<file path="config.mk">
export PLATFORM = sky130hd
export DESIGN_NAME = lcd_line_timer
export DESIGN_NICKNAME = d
export VERILOG_FILES = /design/src/rtl/lcdt_pkg.sv /design/src/rtl/lcdt_sequencer.sv /design/src/rtl/lcdt_line_match.sv /design/src/rtl/lcdt_irq_merge.sv /design/src/rtl/lcd_line_timer.sv
export SDC_FILE = /design/constraint.sdc
export NUM_CORES = 1
export LEC_CHECK = 0
export ABC_AREA = 1
export BUFFER_PORTS_ARGS = -buffer_cell sky130_fd_sc_hd__clkbuf_2
export CORE_UTILIZATION = 55
export CTS_CLUSTER_DIAMETER = 80
export DETAILED_ROUTE_END_ITERATION = 10
export GPL_ROUTABILITY_DRIVEN = 0
export MAX_ROUTING_LAYER = met4
export PLACE_DENSITY = 0.78
export SYNTH_ARGS = -nofsm -noshare
export SYNTH_HDL_FRONTEND = slang
export SYNTH_SLANG_ARGS = --single-unit
</file>
<file path="constraint.sdc">
create_clock -name clk -period 0.9 [get_ports clk]
set_input_delay 0 -clock clk [delete_from_list [all_inputs] [get_ports clk]]
set_output_delay 0 -clock clk [all_outputs]
set_load 0.01 [all_outputs]
</file>
<file path="src/rtl/lcdt_pkg.sv">
package lcdt_pkg;
  typedef enum logic [1:0] {
    MODE_HBLANK = 2'd0,
    MODE_VBLANK = 2'd1,
    MODE_SCAN   = 2'd2,
    MODE_XFER   = 2'd3
  } lcd_mode_e;

  localparam int NUM_STAT_SRC = 4;
endpackage

</file>
<file path="src/rtl/lcdt_sequencer.sv">
module lcdt_sequencer
  import lcdt_pkg::*;
#(
  parameter int DOTS_PER_LINE = 456,
  parameter int SCAN_DOTS     = 80,
  parameter int XFER_DOTS     = 172,
  parameter int VISIBLE_LINES = 144,
  parameter int TOTAL_LINES   = 154,
  parameter int LINE_W        = 8
) (
  input  logic              clk,
  input  logic              rst_n,
  input  logic              tick,
  input  logic              lcd_on,
  output lcd_mode_e         mode_q,
  output logic [LINE_W-1:0] line_q,
  output logic [LINE_W-1:0] line_d,
  output logic              enter_hb,
  output logic              enter_vb,
  output logic              enter_scan
);
  localparam int DOT_W = $clog2(DOTS_PER_LINE);
  localparam logic [DOT_W-1:0]  LAST_DOT  = DOT_W'(DOTS_PER_LINE - 1);
  localparam logic [DOT_W-1:0]  SCAN_LAST = DOT_W'(SCAN_DOTS - 1);
  localparam logic [DOT_W-1:0]  XFER_LAST = DOT_W'(SCAN_DOTS + XFER_DOTS - 1);
  localparam logic [LINE_W-1:0] VIS_LAST  = LINE_W'(VISIBLE_LINES - 1);
  localparam logic [LINE_W-1:0] VB_FIRST  = LINE_W'(VISIBLE_LINES);
  localparam logic [LINE_W-1:0] FRM_LAST  = LINE_W'(TOTAL_LINES - 1);

  logic [DOT_W-1:0] dot_q, dot_d;
  lcd_mode_e        mode_d;
  logic             on_q;
  logic             last_dot;

  assign last_dot = (dot_q == LAST_DOT);

  // next-state logic
  always_comb begin
    dot_d      = dot_q;
    line_d     = line_q;
    mode_d     = mode_q;
    enter_hb   = 1'b0;
    enter_vb   = 1'b0;
    enter_scan = 1'b0;
    if (!lcd_on) begin
      dot_d  = '0;
      line_d = '0;
      mode_d = MODE_HBLANK;
    end else if (!on_q) begin
      dot_d      = '0;
      line_d     = '0;
      mode_d     = MODE_SCAN;
      enter_scan = 1'b1;
    end else if (tick) begin
      dot_d = last_dot ? '0 : dot_q + DOT_W'(1);
      case (mode_q)
        MODE_SCAN: begin
          if (dot_q == SCAN_LAST) mode_d = MODE_XFER;
        end
        MODE_XFER: begin
          if (dot_q == XFER_LAST) begin
            mode_d   = MODE_HBLANK;
            enter_hb = 1'b1;
          end
        end
        MODE_HBLANK: begin
          if (last_dot) begin
            if (line_q == VIS_LAST) begin
              line_d   = VB_FIRST;
              mode_d   = MODE_VBLANK;
              enter_vb = 1'b1;
            end else begin
              line_d     = line_q + LINE_W'(1);
              mode_d     = MODE_SCAN;
              enter_scan = 1'b1;
            end
          end
        end
        MODE_VBLANK: begin
          if (last_dot) begin
            if (line_q == FRM_LAST) begin
              line_d     = '0;
              mode_d     = MODE_SCAN;
              enter_scan = 1'b1;
            end else begin
              line_d = line_q + LINE_W'(1);
            end
          end
        end
        default: mode_d = MODE_HBLANK;
      endcase
    end
  end

  // state registers
  always_ff @(posedge clk or negedge rst_n) begin
    if (!rst_n) begin
      on_q   <= 1'b0;
      dot_q  <= '0;
      line_q <= '0;
      mode_q <= MODE_HBLANK;
    end else begin
      on_q   <= lcd_on;
      dot_q  <= dot_d;
      line_q <= line_d;
      mode_q <= mode_d;
    end
  end
endmodule

</file>
<file path="src/rtl/lcdt_line_match.sv">
module lcdt_line_match #(
  parameter int LINE_W = 8
) (
  input  logic              clk,
  input  logic              rst_n,
  input  logic              lcd_on,
  input  logic [LINE_W-1:0] line_d,
  input  logic [LINE_W-1:0] cmp_line,
  output logic              match_q,
  output logic              match_rise
);
  logic match_d;

  always_comb begin
    match_d    = lcd_on && (line_d == cmp_line);
    match_rise = match_d && !match_q;
  end

  always_ff @(posedge clk or negedge rst_n) begin
    if (!rst_n) match_q <= 1'b0;
    else        match_q <= match_d;
  end
endmodule

</file>
<file path="src/rtl/lcdt_irq_merge.sv">
module lcdt_irq_merge
  import lcdt_pkg::*;
(
  input  logic                    clk,
  input  logic                    rst_n,
  input  logic                    lcd_on,
  input  logic                    enter_hb,
  input  logic                    enter_vb,
  input  logic                    enter_scan,
  input  logic                    match_rise,
  input  logic [NUM_STAT_SRC-1:0] irq_en,
  output logic                    stat_irq_q,
  output logic                    vblank_q
);
  logic [NUM_STAT_SRC-1:0] src;
  logic [NUM_STAT_SRC-1:0] gated;
  logic                    stat_d, vblank_d;

  assign src = {match_rise, enter_scan, enter_vb, enter_hb};

  for (genvar i = 0; i < NUM_STAT_SRC; i++) begin : g_gate
    assign gated[i] = src[i] & irq_en[i];
  end

  always_comb begin
    stat_d   = lcd_on && (|gated);
    vblank_d = lcd_on && enter_vb;
  end

  always_ff @(posedge clk or negedge rst_n) begin
    if (!rst_n) begin
      stat_irq_q <= 1'b0;
      vblank_q   <= 1'b0;
    end else begin
      stat_irq_q <= stat_d;
      vblank_q   <= vblank_d;
    end
  end
endmodule

</file>
<file path="src/rtl/lcd_line_timer.sv">
module lcd_line_timer
  import lcdt_pkg::*;
#(
  parameter int DOTS_PER_LINE = 456,
  parameter int SCAN_DOTS     = 80,
  parameter int XFER_DOTS     = 172,
  parameter int VISIBLE_LINES = 144,
  parameter int TOTAL_LINES   = 154,
  localparam int LINE_W       = $clog2(TOTAL_LINES)
) (
  input  logic                    clk,
  input  logic                    rst_n,
  input  logic                    tick,
  input  logic                    lcd_on,
  input  logic [NUM_STAT_SRC-1:0] irq_en,
  input  logic [LINE_W-1:0]       cmp_line,
  output logic [1:0]              mode,
  output logic [LINE_W-1:0]       line,
  output logic [7:0]              status,
  output logic                    vblank_irq,
  output logic                    stat_irq,
  output logic                    frame_strobe
);
  logic [1:0]        rst_sync_q;
  logic              rst_int_n;
  lcd_mode_e         mode_q;
  logic [LINE_W-1:0] line_q, line_d;
  logic              enter_hb, enter_vb, enter_scan;
  logic              match_q, match_rise;
  logic              stat_q, vb_q;

  // asynchronous assertion, synchronous release
  always_ff @(posedge clk or negedge rst_n) begin
    if (!rst_n) rst_sync_q <= 2'b00;
    else        rst_sync_q <= {rst_sync_q[0], 1'b1};
  end
  assign rst_int_n = rst_sync_q[1];

  lcdt_sequencer #(
    .DOTS_PER_LINE(DOTS_PER_LINE),
    .SCAN_DOTS    (SCAN_DOTS),
    .XFER_DOTS    (XFER_DOTS),
    .VISIBLE_LINES(VISIBLE_LINES),
    .TOTAL_LINES  (TOTAL_LINES),
    .LINE_W       (LINE_W)
  ) seq_i (
    .clk       (clk),
    .rst_n     (rst_int_n),
    .tick      (tick),
    .lcd_on    (lcd_on),
    .mode_q    (mode_q),
    .line_q    (line_q),
    .line_d    (line_d),
    .enter_hb  (enter_hb),
    .enter_vb  (enter_vb),
    .enter_scan(enter_scan)
  );

  lcdt_line_match #(.LINE_W(LINE_W)) match_i (
    .clk       (clk),
    .rst_n     (rst_int_n),
    .lcd_on    (lcd_on),
    .line_d    (line_d),
    .cmp_line  (cmp_line),
    .match_q   (match_q),
    .match_rise(match_rise)
  );

  lcdt_irq_merge irq_i (
    .clk       (clk),
    .rst_n     (rst_int_n),
    .lcd_on    (lcd_on),
    .enter_hb  (enter_hb),
    .enter_vb  (enter_vb),
    .enter_scan(enter_scan),
    .match_rise(match_rise),
    .irq_en    (irq_en),
    .stat_irq_q(stat_q),
    .vblank_q  (vb_q)
  );

  assign mode         = mode_q;
  assign line         = line_q;
  assign status       = {1'b0, irq_en, match_q, mode_q};
  assign vblank_irq   = vb_q;
  assign frame_strobe = vb_q;
  assign stat_irq     = stat_q;
endmodule

</file>
==> results of run 1 <==
cells by family after synthesis:
group,count (synthesis),synth area share [%]
xor gates and xnor gates,1,0.4838
AOI/OAI and AO/OA,32,10.85
other,2,0.4148
DFF,25,34.55
adders and majority gates,3,2.073
buffers and inverters,54,13.13
and+or+nand+nor,150,38.49
stage by stage:
stage,setup TNS [ns],std cells
after floorplan,-9.615,267
after global placement,-12.61,400
after detailed placement,-13.40,400
after CTS,-16.08,420
what timing repair did:
action | CTS
pin swaps | 19
cloned | 0
hold buffers | 4
gates resized for setup | 46
endpoints found under the hold margin | 4
endpoints found under the setup margin | 34
buffers inserted | 13
synthesized netlist by cell type (2+ instances only):
cell type  count
inv_1         40
buf_4          9
nor2_2         2
o22ai_1        2
a21oi_1        9
nand4_1        3
a31oi_1        2
nor3_1         5
nor2_1        33
nand2_4        3
nand2_1       67
nor2_4         5
inv_2          4
nand2_2        8
conb_1         2
ha_1           3
nand3_1       21
dfrtp_1       25
o21ai_0        8
==> impl_metrics.csv, run 1 <==
group,metric,value,unit
clock_tree,root_buffer,"clkbuf_4",
outcome,stop_error,"[ERROR DPL-0038] Utilization greater than 100%, impossible to legalize",
floorplan,initial_utilization,58.82,%
placement,place_area,0.002534,sq mm
logic_synthesis,ys_ff_latch,25,
clock_tree,clockBufferDepth,2,
logic_synthesis,ys_dominant_reg_cell,"dfrtp_1",
sta,endpoint_type,"register data pin",
logic_synthesis,netlist_area,0.001810,sq mm
floorplan,fp.dieW,59.38,um
logic_synthesis,syn_avg_cell_area,6.781,sq um
floorplan,ioPinCount,37,
logic_synthesis,synth_nets,286,
logic_synthesis,seq_area_frac_synth,34.55,%
clock_tree,cts_max_level,1,
logic_synthesis,syn-instance-count,267,
placement,hpwl,4046,um
logic_synthesis,synth_warnings,0,
logic_synthesis,synth_top_cell_by_area,"dfrtp_1",
placement,place_ws,-1.020,ns
logic_synthesis,synth_edf_count,0,
floorplan,rows,20,
clock_tree,cts_made_buffers,3,
outcome,stop_stage,"global routing",
outcome,status,"did not finish",
sta,worst_endpoint,"irq_i.stat_irq_q$_DFF_PN0_/D",
clock_tree,cts.sinks,25,
logic_synthesis,yosys-top-cells-area,"dfrtp_1 (35%), nand2_1 (14%), inv_1 (8.3%)",
logic_synthesis,yosysUniqueCellTypes,35,
logic_synthesis,synth.top_cell.area_share,34.55,%
grt,grt_max_degree,24,
placement,portBuffers,35,
floorplan,die_h,59.38,um
logic_synthesis,synth_async_sr_flop_share,100.0,%
==> run 2: changes to the inputs <==
--- a/config.mk
+++ b/config.mk
@@ -7,12 +7,10 @@
 export LEC_CHECK = 0
 export ABC_AREA = 1
 export BUFFER_PORTS_ARGS = -buffer_cell sky130_fd_sc_hd__clkbuf_2
-export CORE_UTILIZATION = 55
-export CTS_CLUSTER_DIAMETER = 80
+export CORE_UTILIZATION = 40
 export DETAILED_ROUTE_END_ITERATION = 10
 export GPL_ROUTABILITY_DRIVEN = 0
-export MAX_ROUTING_LAYER = met4
-export PLACE_DENSITY = 0.78
+export PLACE_DENSITY_LB_ADDON = 0.15
 export SYNTH_ARGS = -nofsm -noshare
 export SYNTH_HDL_FRONTEND = slang
 export SYNTH_SLANG_ARGS = --single-unit
==> impl_metrics.csv, run 2 <==
group,metric,value,unit
floorplan,ioPinCount,37,
setup_path,startpoint_type,"register",
grt,globalRoute.totalOverflow,0,
setup_path,critPathKind,"register to register",
floorplan,die_h,69.28,um
clock_tree,cts_tree,"yes",
logic_synthesis,synth.top_cell.area_share,34.55,%
sta,fin_crit,1.926,ns
layout,largest-register,"seq_i.dot_q",
outcome,status,"finished, violations left",
layout,antenna_cells,0,
logic_synthesis,synth_common_cells,"nand2_1 (67), inv_1 (40), nor2_1 (33)",
job,maxCapViolations,0,
layout,largest_reg_flops,9,
outcome,violations,"setup timing",
grt,grt_pass1_vias,2031,
placement,portBuffers,35,
placement,place_ws,-1.041,ns
logic_synthesis,ys_ff_latch,25,
logic_synthesis,synth_edf_count,0,
logic_synthesis,yosysUniqueCellTypes,35,
clock_tree,cts.sinks,25,
setup_path,crit_fanout,6,
clock_tree,cts_max_level,1,
drt,drt_wl_total,5618,um
drt,drt_iter0_drc,94,
power_and_ir_drop,combPwrFrac,21.2,%
setup_path,critPathMaxStageDelay,0.41,ns
layout,utilization,70.32,%
clock_tree,clockBufferDepth,2,
sta,finalHoldViolations,0,
logic_synthesis,synth_async_sr_flop_share,100.0,%
power_and_ir_drop,power_switching,0.6920,mW
placement,place_area,0.002554,sq mm
layout,fin_nets,401,
power_and_ir_drop,clock_power_share,29.8,%
floorplan,initial_utilization,41.58,%
layout,layout_commonest_cell,"buf_4",
logic_synthesis,ys_dominant_reg_cell,"dfrtp_1",
power_and_ir_drop,p_int,1.690,mW
logic_synthesis,synth.most_common_cell,"nand2_1",
power_and_ir_drop,powerDensity,778.1,mW/mm^2
logic_synthesis,syn-instance-count,267,
layout,area_delta_synth_final,69.11,%
sta,setup_viol,34,
sta,drv_slew,0,
drt,viasPerCell,4.850,
placement,hpwl,4008,um
sta,worst_slack,-1.026,ns
layout,top_regs,"seq_i.dot_q x9, seq_i.line_q x8",
logic_synthesis,seq_area_frac_synth,34.55,%
layout,drive_gt1_share,51.97,%
setup_path,cp_common_cell,"nand2_1",
power_and_ir_drop,p_leak,1.588,nW
drt,dr.pass1.iters,4,
grt,grt_pass1_wl,9321,um
logic_synthesis,synth_top_cell_by_area,"dfrtp_1",
sta,min_period_over_period,214.0,%
layout,fin_area,0.003062,sq mm
logic_synthesis,synth_warnings,0,
floorplan,fp.dieW,69.28,um
logic_synthesis,yosys-top-cells-area,"dfrtp_1 (35%), nand2_1 (14%), inv_1 (8.3%)",
clock_tree,insertion_delay,0.28,ns
drt,drcViolationCount,0,
power_and_ir_drop,switching_share,29.05,%
logic_synthesis,netlist_area,0.001810,sq mm
logic_synthesis,syn_avg_cell_area,6.781,sq um
power_and_ir_drop,power_frac_seq,49.0,%
setup_path,cp_cell_sequence,"ha_4, nand2_4, nor2_4, nand2_4, nor2_4, buf_4, nand2_1, nand2_1, nand2_2, nor2_4, nand2_1, nand2_1, nand2_2, nor2_4, nand3_1, nand2_1",
min_path,worstHoldPathType,"input pin to asynchronous set/reset pin",
floorplan,dieArea,0.004799,sq mm
layout,layout_common_cells,"buf_4 (60), nand2_1 (54), inv_1 (37)",
clock_tree,clk_pin_slew,0.10,ns
setup_path,cp_slowest_cell,"dfrtp_1",
grt,grt_usage,23.96,%
logic_synthesis,synth_nets,286,
clock_tree,root_buffer,"clkbuf_8",
sta,timing.fmax,519.3,MHz
grt,antenna_found_initial,0,
sta,rsz0062_at_grt,"yes",
grt,grt_max_degree,14,
drt,ant_nets,0,
floorplan,rows,24,
setup_path,arrival,2.15,ns
drt,vias,2100,
drt,wire_per_inst,12.97,um
power_and_ir_drop,vdd_drop_max,0.5103,mV
clock_tree,cts_made_buffers,3,
setup_path,end_kind,"register",
setup_path,crit_required,1.12,ns
sta,finClkSkew,0.007363,ns
floorplan,coreArea,0.004354,sq mm
[run 2: path summary, 6_finish.rpt]
check | start | to | slack (ns) | depth (start not counted)
max | seq_i.dot_q[1] | irq_i.stat_irq_q | -1.03 | 16
min | rst_n | rst_sync_q[0] | 0.03 | 2
max reg2reg | seq_i.dot_q[1] | irq_i.stat_irq_q | -1.03 | 16
min reg2reg | rst_sync_q[1] | irq_i.vblank_q | 0.19 | 1
max in group asynchronous | rst_sync_q[1] | seq_i.line_q[0] | 0.53 | 1
min in group clk | irq_en[3] | irq_i.stat_irq_q | 0.05 | 5
[run 2: cell type report]
cell class | count | area, sq um
Fill cell | 342 | 1292
Clock buffer | 4 | 45.04
Timing Repair Buffer | 120 | 944.7
Multi-Input combinational cell | 188 | 1209
Inverter | 44 | 167.7
Tap cell | 52 | 65.06
Sequential cell | 25 | 630.6
[run 2: repair_timing]
item / in CTS / in global routing
gates resized for setup: 59 / 32
setup endpoints to repair: 34 / 34
pin swaps: 19 / 19
hold endpoints to repair: 4 / 0
hold buffers: 3 / 0
setup buffers: 12 / 8
[run 2: cells by family (layout without fill, tap and decap cells)]
logic type / count (synthesis) / after routing / share of synthesized area [%]
fa+ha+maj: 3 / 3 / 2.073
simple gates: 150 / 150 / 38.49
other cells: 2 / 2 / 0.4148
compound gates: 32 / 32 / 10.85
buf+inv: 54 / 168 / 13.13
xor+xnor: 1 / 1 / 0.4838
flops: 25 / 25 / 34.55
[run 2: critical path: cells and delay by family (launching register included)]
family        cells  cell delay (ns)
fa+ha+maj         1             0.17
buf+inv           1             0.12
flops             1             0.41
simple gates     14             1.16
[run 2: power by group through the flow]
stage | Clock (mW) | Combinational, mW | Sequential (mW)
global route | 0.776 | 0.555 | 1.17
detailed placement | 0 | 0.420 | 1.19
finish | 0.710 | 0.505 | 1.17
global placement | 0 | 0.414 | 1.18
CTS | 0.731 | 0.478 | 1.17
floorplan | 0 | 0.199 | 1.21
[run 2: metal layers]
layer	global-route usage, %	wire length (um)	share of wire (%)	up-vias
met3	2.326	167	3.0	8
li1	-	-	-	1066
met1	33.24	2609	46	975
met5	0	0	0	-
met4	3.401	57	1.0	0
met2	41.32	2784	50	51
[run 2: stage by stage]
| step | hold slack [ns] | instances | TNS, ns | power, mW |
|---|---|---|---|---|
| floorplan | -0.2956 | 267 | -9.615 | 1.410 |
| detailed placement | -0.2129 | 411 | -13.95 | 1.606 |
| finish | 0.03059 | 433 | -16.95 | 2.382 |
| global route | 0.03678 | 433 | -19.42 | 2.502 |
| global placement | -0.2144 | 411 | -13.40 | 1.599 |
| CTS | 0.02236 | 428 | -15.36 | 2.375 |
(Power assumes the default switching activity.)
